--- src/rtl/ipi_pkg.sv ---
`timescale 1ns/1ps
package ipi_pkg;

  // Which request port a decoder instance serves.
  typedef enum logic [0:0] {
    REQ_NEAR = 1'b0,
    REQ_FAR  = 1'b1
  } req_kind_e;

  // Cluster that a given flat core index belongs to.
  function automatic int cluster_of(input int core_idx, input int cores_per_cl);
    return core_idx / cores_per_cl;
  endfunction

endpackage

--- src/rtl/ipi_rst_sync.sv ---
`timescale 1ns/1ps
module ipi_rst_sync #(
  parameter int STAGES = 2
) (
  input  logic clk,
  input  logic rst_n,
  output logic rst_n_sync
);

  logic [STAGES-1:0] chain_q;
  logic [STAGES-1:0] chain_d;

  always_comb begin
    chain_d = {chain_q[STAGES-2:0], 1'b1};
  end

  always_ff @(posedge clk or negedge rst_n) begin
    if (!rst_n) begin
      chain_q <= '0;
    end else begin
      chain_q <= chain_d;
    end
  end

  assign rst_n_sync = chain_q[STAGES-1];

endmodule

--- src/rtl/ipi_req_decode.sv ---
`timescale 1ns/1ps
module ipi_req_decode
  import ipi_pkg::*;
#(
  parameter int        N_CLUSTERS   = 2,
  parameter int        CORES_PER_CL = 4,
  parameter int        CORE_W       = 8,
  parameter int        CLUSTER_W    = 8,
  parameter int        DATA_W       = 32,
  parameter int        SRC_ID       = 0,
  parameter req_kind_e KIND         = REQ_NEAR
) (
  input  logic                                 clk,
  input  logic                                 rst_n,
  input  logic                                 we,
  input  logic [DATA_W-1:0]                    wdata,
  output logic [N_CLUSTERS*CORES_PER_CL-1:0]   hit
);

  localparam int N_CORES = N_CLUSTERS * CORES_PER_CL;
  localparam int SRC_CL  = cluster_of(SRC_ID, CORES_PER_CL);

  logic [CORE_W-1:0]    core_f;
  logic [CLUSTER_W-1:0] cl_sel;
  logic                 core_ok;
  logic                 cl_ok;
  logic                 req_ok;
  int                   tgt_idx;

  assign core_f = wdata[CORE_W-1:0];

  generate
    if (KIND == REQ_NEAR) begin : g_near
      assign cl_sel = CLUSTER_W'(SRC_CL);
      logic unused_near;
      assign unused_near = ^{wdata[DATA_W-1:CORE_W]};
    end else begin : g_far
      assign cl_sel = wdata[CORE_W +: CLUSTER_W];
      if (DATA_W > CORE_W + CLUSTER_W) begin : g_spare
        logic unused_far;
        assign unused_far = ^{wdata[DATA_W-1:CORE_W+CLUSTER_W]};
      end
    end
  endgenerate

  always_comb begin
    core_ok = (core_f < CORE_W'(CORES_PER_CL));
    cl_ok   = (cl_sel < CLUSTER_W'(N_CLUSTERS));
    req_ok  = we && core_ok && cl_ok;
    tgt_idx = int'(cl_sel) * CORES_PER_CL + int'(core_f);
    for (int t = 0; t < N_CORES; t++) begin
      hit[t] = req_ok && (tgt_idx == t);
    end
  end

  // a core field out of range never reaches a pending flag
  a_r4_core_range: assert property (@(posedge clk) disable iff (!rst_n)
    (core_f >= CORE_W'(CORES_PER_CL)) |-> (hit == '0));

  // a cluster field out of range never reaches a pending flag
  a_r4_cluster_range: assert property (@(posedge clk) disable iff (!rst_n)
    (wdata[CORE_W +: CLUSTER_W] >= CLUSTER_W'(N_CLUSTERS) && KIND == REQ_FAR)
      |-> (hit == '0));

  // one request names at most one target, and only when strobed
  a_r2_single_target: assert property (@(posedge clk) disable iff (!rst_n)
    $onehot0(hit) && (we || hit == '0));

endmodule

--- src/rtl/ipi_pend_cell.sv ---
`timescale 1ns/1ps
module ipi_pend_cell (
  input  logic clk,
  input  logic rst_n,
  input  logic set_req,
  input  logic clr_we,
  input  logic clr_bit,
  output logic pend
);

  logic pend_q;
  logic pend_d;
  logic pend_en;
  logic clr_req;

  always_comb begin
    clr_req = clr_we && clr_bit;
    pend_en = set_req || clr_req;
    pend_d  = set_req;   // set wins; otherwise an enabled update is a clear
  end

  always_ff @(posedge clk or negedge rst_n) begin
    if (!rst_n) begin
      pend_q <= 1'b0;
    end else if (pend_en) begin
      pend_q <= pend_d;
    end
  end

  assign pend = pend_q;

  // a request in the same cycle as a clear leaves the flag set
  a_r8_set_wins: assert property (@(posedge clk) disable iff (!rst_n)
    set_req |=> pend);

  // a clear without a request drops the flag
  a_r7_w1c: assert property (@(posedge clk) disable iff (!rst_n)
    (clr_we && clr_bit && !set_req) |=> !pend);

  // with no request and no clearing write, the flag holds
  a_r6_hold: assert property (@(posedge clk) disable iff (!rst_n)
    (!set_req && !(clr_we && clr_bit)) |=> $stable(pend));

endmodule

--- src/rtl/ipi_doorbell_fabric.sv ---
`timescale 1ns/1ps
module ipi_doorbell_fabric
  import ipi_pkg::*;
#(
  parameter int N_CLUSTERS   = 2,
  parameter int CORES_PER_CL = 4,
  parameter int CORE_W       = 8,
  parameter int CLUSTER_W    = 8,
  parameter int DATA_W       = 32
) (
  input  logic                                        clk,
  input  logic                                        rst_n,
  input  logic [N_CLUSTERS*CORES_PER_CL-1:0]          near_we,
  input  logic [N_CLUSTERS*CORES_PER_CL*DATA_W-1:0]   near_wdata,
  input  logic [N_CLUSTERS*CORES_PER_CL-1:0]          far_we,
  input  logic [N_CLUSTERS*CORES_PER_CL*DATA_W-1:0]   far_wdata,
  input  logic [N_CLUSTERS*CORES_PER_CL-1:0]          stat_we,
  input  logic [N_CLUSTERS*CORES_PER_CL*DATA_W-1:0]   stat_wdata,
  output logic [N_CLUSTERS*CORES_PER_CL*DATA_W-1:0]   stat_rdata,
  output logic [N_CLUSTERS*CORES_PER_CL-1:0]          fiq
);

  localparam int N_CORES = N_CLUSTERS * CORES_PER_CL;

  logic               rst_n_s;
  logic [N_CORES-1:0] near_hit [N_CORES];
  logic [N_CORES-1:0] far_hit  [N_CORES];
  logic [N_CORES-1:0] set_vec;
  logic [N_CORES-1:0] pend_vec;

  ipi_rst_sync #(.STAGES(2)) u_rst (
    .clk        (clk),
    .rst_n      (rst_n),
    .rst_n_sync (rst_n_s)
  );

  generate
    for (genvar s = 0; s < N_CORES; s++) begin : g_src
      ipi_req_decode #(
        .N_CLUSTERS(N_CLUSTERS), .CORES_PER_CL(CORES_PER_CL),
        .CORE_W(CORE_W), .CLUSTER_W(CLUSTER_W), .DATA_W(DATA_W),
        .SRC_ID(s), .KIND(REQ_NEAR)
      ) u_near (
        .clk   (clk),
        .rst_n (rst_n_s),
        .we    (near_we[s]),
        .wdata (near_wdata[s*DATA_W +: DATA_W]),
        .hit   (near_hit[s])
      );

      ipi_req_decode #(
        .N_CLUSTERS(N_CLUSTERS), .CORES_PER_CL(CORES_PER_CL),
        .CORE_W(CORE_W), .CLUSTER_W(CLUSTER_W), .DATA_W(DATA_W),
        .SRC_ID(s), .KIND(REQ_FAR)
      ) u_far (
        .clk   (clk),
        .rst_n (rst_n_s),
        .we    (far_we[s]),
        .wdata (far_wdata[s*DATA_W +: DATA_W]),
        .hit   (far_hit[s])
      );
    end
  endgenerate

  // Gather every sender's decoded targets into one set vector.
  always_comb begin
    set_vec = '0;
    for (int s = 0; s < N_CORES; s++) begin
      set_vec = set_vec | near_hit[s] | far_hit[s];
    end
  end

  generate
    for (genvar t = 0; t < N_CORES; t++) begin : g_tgt
      ipi_pend_cell u_cell (
        .clk     (clk),
        .rst_n   (rst_n_s),
        .set_req (set_vec[t]),
        .clr_we  (stat_we[t]),
        .clr_bit (stat_wdata[t*DATA_W]),
        .pend    (pend_vec[t])
      );

      assign stat_rdata[t*DATA_W +: DATA_W] = {{(DATA_W-1){1'b0}}, pend_vec[t]};
      assign fiq[t] = pend_vec[t];

      logic unused_stat;
      assign unused_stat = ^{stat_wdata[t*DATA_W+1 +: DATA_W-1]};

      // a line only rises one edge after a request reached that core
      a_r9_rise_has_cause: assert property (@(posedge clk) disable iff (!rst_n_s)
        $rose(fiq[t]) |-> $past(set_vec[t]));
    end
  endgenerate

  // while the internal reset is held, no line is raised
  a_r1_quiet_in_reset: assert property (@(posedge clk)
    !rst_n_s |-> (fiq == '0));

endmodule

--- config.mk ---
export PLATFORM = sky130hd
export DESIGN_NAME = ipi_doorbell_fabric
export DESIGN_NICKNAME = d
export VERILOG_FILES = /design/src/rtl/ipi_pkg.sv /design/src/rtl/ipi_rst_sync.sv /design/src/rtl/ipi_req_decode.sv /design/src/rtl/ipi_pend_cell.sv /design/src/rtl/ipi_doorbell_fabric.sv
export SDC_FILE = /design/constraint.sdc
export NUM_CORES = 1
export LEC_CHECK = 0
export BUFFER_PORTS_ARGS = -buffer_cell sky130_fd_sc_hd__buf_2
export CORE_AREA = 2 2 417 419
export DETAILED_ROUTE_END_ITERATION = 10
export DIE_AREA = 0 0 419 421
export SLEW_MARGIN = 20
export SYNTH_ARGS = -nofsm -noshare
export SYNTH_HDL_FRONTEND = slang
export SYNTH_HIERARCHICAL = 1
export SYNTH_SLANG_ARGS = --single-unit
--- constraint.sdc ---
create_clock -name clk -period 0.8 [get_ports clk]
set_clock_uncertainty 0.1 [all_clocks]
set_input_delay 0.08 -clock clk [delete_from_list [all_inputs] [get_ports clk]]
set_output_delay 0.08 -clock clk [all_outputs]
set_load 0.02 [all_outputs]
[After elaboration in Yosys (flattened, before gate mapping)]
Index checks and enable logic that the tools add are counted.
Word-level totals
  register bits after elaboration: 10
  word-level logic and storage cells: 356
  input port bits: 794
  output and inout port bits: 264
Cells by class
  eq/ne operators: 112
  $add $sub $neg: 12
  magnitude comparators: 24
  bitwise logic cells: 15
  reduce and logical (&&, ||, !) cells: 184
Operators with widths (count)
  32-bit by 4-bit equality test with 1-bit output (second input constant): 44
  32-bit by 3-bit equality test with 1-bit output (second input constant): 24
  32-bit zero test: 16
  32-bit by 2-bit equality test with 1-bit output (second input constant): 12
  1-bit logical AND: 160
  8-bit by 4-bit equality test with 1-bit output (second input constant): 16
  8-bit by 3-bit < comparator with 1-bit output (second input constant): 16
  8-bit OR: 15
  10-bit by 8-bit adder with 11-bit output: 8
  8-bit by 3-bit equality test with 1-bit output (second input constant): 8
  8-bit by 2-bit < comparator with 1-bit output (second input constant): 8
  3-bit by 8-bit adder with 9-bit output (first input constant): 4
  9-bit by 3-bit equality test with 1-bit output (second input constant): 4
  8-bit by 2-bit equality test with 1-bit output (second input constant): 4
  1-bit logical OR: 8

[Logic depth before layout (Yosys ltp)]
Gate-level depths: netlist (run 1).
  word-level depth: 20
  mapped depth: 10

[Modules after synthesis]
The synthesis (run 1) kept the hierarchy.
Modules (own cells, without submodules)
  ipi_req_decode at g_src[0].u_far ...: times used 7, area each 375.4 um^2, cells an instance 47
  ipi_doorbell_fabric: times used 1, area each 2175.8 um^2, cells an instance 297
  ipi_req_decode at g_src[0].u_near ...: times used 8, area each 88.8 um^2, cells an instance 13
  ipi_req_decode at g_src[6].u_far: times used 1, area each 411.6 um^2, cells an instance 44
  ipi_pend_cell: times used 8, area each 36.3 um^2, cells an instance 3
  ipi_rst_sync: times used 1, area each 53.8 um^2, cells an instance 3

[Least setup slack after synthesis (run 1)]
No wires, ideal clock.
  path type: in2reg
  from: in far_wdata[34]
  to: reg g_tgt[3].u_cell.pend_q
  path buffers: 0
  required time: 0.582 ns
  cell stages on the path: 10
  slack: -1.726 ns
  arrival: 2.308 ns
  path through: ha_1 -> fa_1 -> a211oi_1 -> or3b_1 -> a21boi_1 -> o2111ai_2 -> and4bb_2 -> nor4_1 -> nand4_1 -> a21o_1
RTL lines
  from (decl): line ipi_doorbell_fabric.sv:16  | input logic [N_CLUSTERS*CORES_PER_CL*DATA_W-1:0] far_wdata,
  to (signal assigned): line ipi_pend_cell.sv:26  | pend_q <= pend_d;
  to (decl): line ipi_pend_cell.sv:11  | logic pend_q;

==> results of run 1 <==
stage by stage:
stage | TNS (ns) | setup WS, ns | total power, mW | util (%) | hold WS [ns]
global placement | -18.75 | -2.46 | 4.95 | 6.18 | -0.234
CTS | -18.16 | -1.88 | 6.23 | 6.50 | 0.0245
global route | -18.88 | -1.93 | 6.82 | 6.65 | 0.0512
finish | -17.61 | -1.80 | 6.36 | 6.66 | 0.0236
floorplan | -11.57 | -1.59 | 4.14 | - | -0.316
detailed placement | -18.80 | -2.48 | 5.04 | 6.18 | -0.233
flip-flops by register name (all words and copies together), names as in the netlist:
register           cells
g_tgt.u_cell/pend      8
u_rst/chain_q          2
cells in the mapped netlist, types with 2 or more instances:
cell       instances
a21o_1            23
buf_4            288
ha_1              48
o21bai_1           7
nor4_1            60
or4b_4             9
a2111oi_2          2
or4b_1             8
or4_4              3
xor2_1             8
inv_1             16
nand3b_1           7
nand2_1           34
fa_1               8
o41ai_1            7
nor4b_1           21
xnor2_1            7
nand4_1           15
or4_1              9
dfrtp_1           10
and4bb_2           7
conb_1            10
o2111ai_2          7
a2111oi_1          6
nor4b_2            7
nor3b_1            7
o211ai_1           7
nor4_2             8
o21ai_0            7
a21boi_1           8
a21oi_1           22
nor3_1            46
or3b_1             7
a211oi_1           8
nand3_1           15
nand2b_1           9
nor2_1            22
power by group:
part	internal (mW)	switching (mW)	total, mW
logic	1.90	2.91	4.81
registers	0.517	0.0198	0.537
clock network	0.754	0.256	1.01
total	3.18	3.19	6.36
per-layer routing:
metal  GRT usage, %  vias up  part of all wire, %
met4           2.33        8                  4.9
met2           7.25      294                   59
met1           3.20     3271                   30
met3          0.799       46                  6.1
li1               -     3211                    -
met5              0        -                 0.15
layout make-up:
type / instances / area, sq um
inverter: 16 / 60.1
timing repair buffer: 395 / 2660
tap: 2325 / 2910
multi-input combinational: 758 / 5460
antenna: 18 / 45.0
sequential: 10 / 260
fill: 20200 / 161000
clock buffer: 4 / 88.8
worst max-delay path, delay by kind of cell:
kind | cells | cell delay [ns]
and+or+nand+nor | 4 | 0.97
adders and majority gates | 2 | 0.54
buffers and inverters | 2 | 0.28
AOI/OAI and AO/OA | 4 | 0.74
cell families after synthesis:
kind of cell               share of synthesized area [%]
buffers and inverters                               35.4
DFF                                                 3.99
xor gates and xnor gates                            2.10
adders and majority gates                           12.1
AOI/OAI and AO/OA                                   13.1
other                                              0.599
and+or+nand+nor                                     32.7
what timing repair did:
action	4_1_cts	5_1_grt
gates cloned	0	0
hold buffers	1	0
pin swaps	25	20
buffers inserted	13	4
resized for setup	73	35
endpoints found under the hold margin	2	0
setup endpoints to repair	24	24
worst paths after layout:
kind                                             startpoint                          endpoint
max                                           far_wdata[98]  g_tgt[1].u_cell/pend$_DFFE_PN0P_
min                                         stat_wdata[128]  g_tgt[4].u_cell/pend$_DFFE_PN0P_
max reg2reg                g_tgt[5].u_cell/pend$_DFFE_PN0P_  g_tgt[5].u_cell/pend$_DFFE_PN0P_
min reg2reg                      u_rst/chain_q[1]$_DFF_PN0_  g_tgt[7].u_cell/pend$_DFFE_PN0P_
max in group asynchronous        u_rst/chain_q[1]$_DFF_PN0_  g_tgt[0].u_cell/pend$_DFFE_PN0P_
min in group asynchronous        u_rst/chain_q[1]$_DFF_PN0_  g_tgt[7].u_cell/pend$_DFFE_PN0P_
==> flow_metrics.py, run 1 <==
metrics = {
    "die": {
        "io-pin-count": 1058,
        "fp.dieArea_sq_um": 176000,
        "core_sq_um": 172000,
        "row_count": 153,
        "die_w_um": 419,
        "initial_core_util_pct": 3.64,
        "die_h_um": 421,
    },
    "cts": {
        "cts_tree": "yes",
        "htreeDepth": 1,
        "cts_sinks": 10,
        "clk_latency_ns": 0.23,
        "cts_buffers": 3,
        "cts_buffer_depth": 2,
        "clkSlewWorstSetupHoldPaths_ns": 0.05,
        "root_buffer": "clkbuf_16",
    },
    "route": {
        "drtIter0Drc": 271,
        "wl_um": 34100,
        "ant_nets": 0,
        "wire_per_inst_um": 9.68,
        "drc_errors": 0,
        "firstDrtPassIters": 4,
        "via_count": 6830,
        "viasPerCell": 1.94,
    },
    "timing": {
        "setup_viol": 24,
        "rsz0062_at_grt": "true",
        "period_share_pct": 325,
        "fin_ws_ns": -1.80,
        "period_needed_ns": 2.60,
        "slew_viol_final": 0,
        "hold_viol_final": 0,
        "max_freq_mhz": 384,
        "slew_headroom_pct": 53.6,
        "worstMarginPinSlew_ns": 0.693,
    },
    "grt": {
        "grt_start_max_net_pins": 9,
        "track_usage_pct": 3.63,
        "grt-ovfl-total": 0,
        "grt_pass1_wl_um": 45400,
        "antenna_found_initial": 18,
        "grt_pass1_vias": 6326,
    },
    "finish": {
        "drive_above_1_share_pct": 43.7,
        "fin_cells": 3526,
        "fin_nets": 2034,
        "area_delta_synth_final_pct": 83.1,
        "final_area_sq_um": 11500,
        "final_common_cell": "conb_1",
        "final_cell_mix": "conb_1 (281), buf_2 (219), buf_4 (139)",
    },
    "placement": {
        "portBuffers": 241,
        "hpwl_um": 31300,
        "gp_congestion": 0.881,
        "dp_cells": 3490,
        "dpl_cell_area_sq_um": 10700,
    },
    "synth": {
        "yosys.area.top_type_share_pct": 34.5,
        "ys_seq_area_share_pct": 3.99,
        "synth-edff-count": 0,
        "synth.distinct_cells": 45,
        "async_flop_share_pct": 100,
        "postSynthAreaPerCell_sq_um": 7.83,
        "syn_inst": 801,
        "yosys_warnings": 6,
        "syn-cell-area_sq_um": 6270,
        "synth_ff_type": "dfrtp_1",
        "yosys-top-cells-area": "buf_4 (34%), ha_1 (9.6%), nor4_1 (6.0%)",
        "synth-seq-cells": 10,
        "yosys.area.top_type": "buf_4",
    },
    "pwr": {
        "worst_ir_drop_vdd_mv": 0.431,
        "p_leak_nw": 4.18,
        "power_density_nw_per_um2": 554,
    },
    "worst_setup_path": {
        "startpoint_type": "primary input",
        "cp_max_fo": 4,
        "regToRegSetupSlack_ns": -0.07,
        "worst_setup_path_end_kind": "register",
        "critPathSlowestCell": "nor4_4",
        "max_stage_delay_ns": 0.59,
        "worst_ep_required_time_ns": 0.82,
        "crit_type": "in -> reg",
        "r2r_cells": 1,
        "crit_path_cell_trace": "buf_2 -> ha_4 -> fa_2 -> a211oi_2 -> or3b_1 -> a21boi_2 -> o2111ai_2 -> buf_6 -> nor4b_2 -> nor4_4 -> nand4_1 -> a21o_1",
        "critPathArrivalTime_ns": 2.62,
    },
    "run": {
        "cap_violations": 0,
    },
    "worst_hold_path": {
        "holdCritPathClass": "in -> reg",
        "hold_path_depth": 3,
    },
    "status": {
        "outcome": "finished with violations",
        "violations": "setup timing",
    },
}
No activity file was read; power rests on OpenSTA's default activity.
==> inputs of run 2 (changes only) <==
--- a/config.mk
+++ b/config.mk
@@ -6,9 +6,10 @@
 export NUM_CORES = 1
 export LEC_CHECK = 0
 export BUFFER_PORTS_ARGS = -buffer_cell sky130_fd_sc_hd__buf_2
-export CORE_AREA = 2 2 417 419
+export CORE_AREA = 2 2 412 414
 export DETAILED_ROUTE_END_ITERATION = 10
-export DIE_AREA = 0 0 419 421
+export DIE_AREA = 0 0 414 416
+export MAX_ROUTING_LAYER = met4
 export SLEW_MARGIN = 20
 export SYNTH_ARGS = -nofsm -noshare
 export SYNTH_HDL_FRONTEND = slang
==> run 2 against run 1 <==
Compared with the run above:
- total power up 0.25%
- first-iteration DRC count fell by 31%
- register-to-register slack got worse by 0.04 ns
- critical path depth is 1 higher
- the run still ends with setup timing left
- highest routed layer is now met4
- clock power fell by 8%
- clock-buffer cell count stayed put
- via count decreased by 0.47%
==> flow_metrics.py, run 2 (synthesis gave the netlist of run 1 again) <==
metrics = {
    "status": {
        "outcome": "finished with violations",
        "violations": "setup timing",
    },
    "pwr": {
        "power_density_nw_per_um2": 545,
        "p_total_mw": 6.38,
        "p_leak_nw": 4.31,
        "worst_ir_drop_vdd_mv": 0.486,
    },
    "worst_setup_path": {
        "critPathArrivalTime_ns": 2.60,
        "crit_path_frequent_cell": "buf_8",
        "timing.rr.end": "g_tgt[7].u_cell/pend$_DFFE_PN0P_",
        "startpoint_type": "primary input",
        "regToRegSetupSlack_ns": -0.11,
        "cp_max_fo": 7,
        "r2r_cells": 1,
        "worst_ep_required_time_ns": 0.82,
        "crit_path_cell_trace": "buf_8 -> ha_4 -> fa_2 -> a211oi_2 -> or3b_4 -> a21boi_2 -> o2111ai_2 -> buf_6 -> buf_8 -> nor3_4 -> nor4_4 -> nand4_1 -> a21o_1",
        "rr_startpoint": "g_tgt[7].u_cell/pend$_DFFE_PN0P_",
        "crit_buf_inv": 3,
        "critPathSlowestCell": "nor4_4",
        "crit_type": "in -> reg",
        "max_stage_delay_ns": 0.46,
        "worst_setup_path_end_kind": "register",
        "path_delay_family": "simple AND/OR/NAND/NOR gates",
    },
    "die": {
        "initial_core_util_pct": 3.73,
        "io-pin-count": 1058,
        "die_w_um": 414,
        "row_count": 151,
        "core_sq_um": 168000,
        "die_h_um": 416,
        "fp.dieArea_sq_um": 172000,
    },
    "finish": {
        "final_cell_mix": "conb_1 (281), buf_2 (217), buf_4 (149)",
        "largest_reg_flops": 8,
        "fin_nets": 2051,
        "drive_above_1_share_pct": 46.9,
        "area_delta_synth_final_pct": 86.5,
        "final_common_cell": "conb_1",
        "final_area_sq_um": 11700,
    },
    "cts": {
        "cts_tree": "yes",
        "htreeDepth": 1,
        "clk_latency_ns": 0.23,
        "cts_buffer_depth": 2,
        "root_buffer": "clkbuf_16",
        "clkSlewWorstSetupHoldPaths_ns": 0.04,
        "cts_sinks": 10,
        "cts_buffers": 3,
    },
    "route": {
        "viasPerCell": 1.98,
        "drc_errors": 0,
        "ant_nets": 0,
        "drtIter0Drc": 188,
        "wire_per_inst_um": 9.67,
        "wl_um": 33200,
        "via_count": 6798,
        "firstDrtPassIters": 4,
    },
    "timing": {
        "period_needed_ns": 2.58,
        "period_share_pct": 322,
        "slew_headroom_pct": 43.4,
        "hold_viol_final": 0,
        "slew_viol_final": 0,
        "rsz0062_at_grt": "true",
        "setup_viol": 24,
        "fin_tns_setup_ns": -17.43,
        "worstMarginPinSlew_ns": 0.843,
        "fin_ws_ns": -1.78,
        "max_freq_mhz": 388,
    },
    "placement": {
        "portBuffers": 241,
        "gp_congestion": 0.890,
        "hpwl_um": 30500,
        "preCtsSetupSlack_ns": -2.38,
        "dpl_cell_area_sq_um": 10600,
    },
    "worst_hold_path": {
        "hold_path_end": "g_tgt[3].u_cell/pend$_DFFE_PN0P_",
        "hold_path_depth": 3,
        "holdCritPathClass": "in -> reg",
        "hp-start": "stat_wdata[96]",
    },
    "grt": {
        "grt_pass1_vias": 6554,
        "grt_start_max_net_pins": 9,
        "grt-ovfl-total": 0,
        "grt_pass1_wl_um": 45400,
        "track_usage_pct": 3.78,
        "antenna_found_initial": 27,
    },
    "run": {
        "cap_violations": 0,
    },
}
## run 2: changes by cell type in the layout (fill, tap and decap cells not counted), moves of 4 or more
cell     previous run  this run
buf_12              9         5
nor2_1             19        11
nor4_2             16        20
nor4_4             12        18
nor3_2              1         5
nor4_1             41        31
nor4b_4             5        12
buf_4             139       149
nor2_2              0         5
nor4b_1            17        11
buf_6              22        35
## run 2: worst min-delay path: cells and delay by family
kind | cells | cell delay [ns]
AOI/OAI and AO/OA | 1 | 0.10
buffers and inverters | 1 | 0.09
and+or+nand+nor | 1 | 0.05
## run 2: timing repair
item | CTS | global route
resized for setup | 145 | 24
hold buffers | 1 | 0
buffers inserted | 14 | 4
gates cloned | 0 | 0
endpoints found under the setup margin | 24 | 24
endpoints found under the hold margin | 2 | 0
pin swaps | 64 | 16
## run 2: routing by layer
metal | track usage (%) | vias to the layer above | routed length (um)
li1 | - | 3254 | -
met1 | 4.40 | 3129 | 13900
met2 | 6.67 | 361 | 16300
met3 | 0.549 | 54 | 1660
met4 | 1.21 | 0 | 1380
met5 | - | - | 0
## run 2: how the worst max path moves through the flow
stage / from / end / depth (start not counted)
finish: far_wdata[130] / g_tgt[5].u_cell/pend$_DFFE_PN0P_ / 13
global route: far_wdata[130] / g_tgt[3].u_cell/pend$_DFFE_PN0P_ / 13
CTS: far_wdata[130] / g_tgt[3].u_cell/pend$_DFFE_PN0P_ / 13
detailed placement: far_wdata[98] / g_tgt[3].u_cell/pend$_DFFE_PN0P_ / 12
global placement: far_wdata[34] / g_tgt[4].u_cell/pend$_DFFE_PN0P_ / 12
floorplan: far_wdata[130] / g_tgt[3].u_cell/pend$_DFFE_PN0P_ / 10
## run 2: final cells by class
class / count / area [sq um]
antenna: 17 / 42.5
timing repair buffer: 412 / 2780
clock buffer: 4 / 78.8
multi-input combinational: 758 / 5690
tap: 2218 / 2780
fill: 19800 / 156000
inverter: 16 / 60.1
sequential: 10 / 259
## run 2: power by group
| part | switching, mW | total (mW) | internal, mW |
|---|---|---|---|
| clock | 0.258 | 0.929 | 0.671 |
| sequential | 0.0224 | 0.540 | 0.517 |
| combinational | 2.92 | 4.91 | 1.98 |
| total | 3.20 | 6.38 | 3.17 |
## run 2: metrics by stage
step	util, %	cells	hold slack [ns]
finish	6.95	3435	0.0290
global route	6.95	3433	0.0501
CTS	6.83	3415	0.0306
detailed placement	6.28	3399	-0.231
global placement	6.28	3399	-0.232
floorplan	-	1072	-0.316
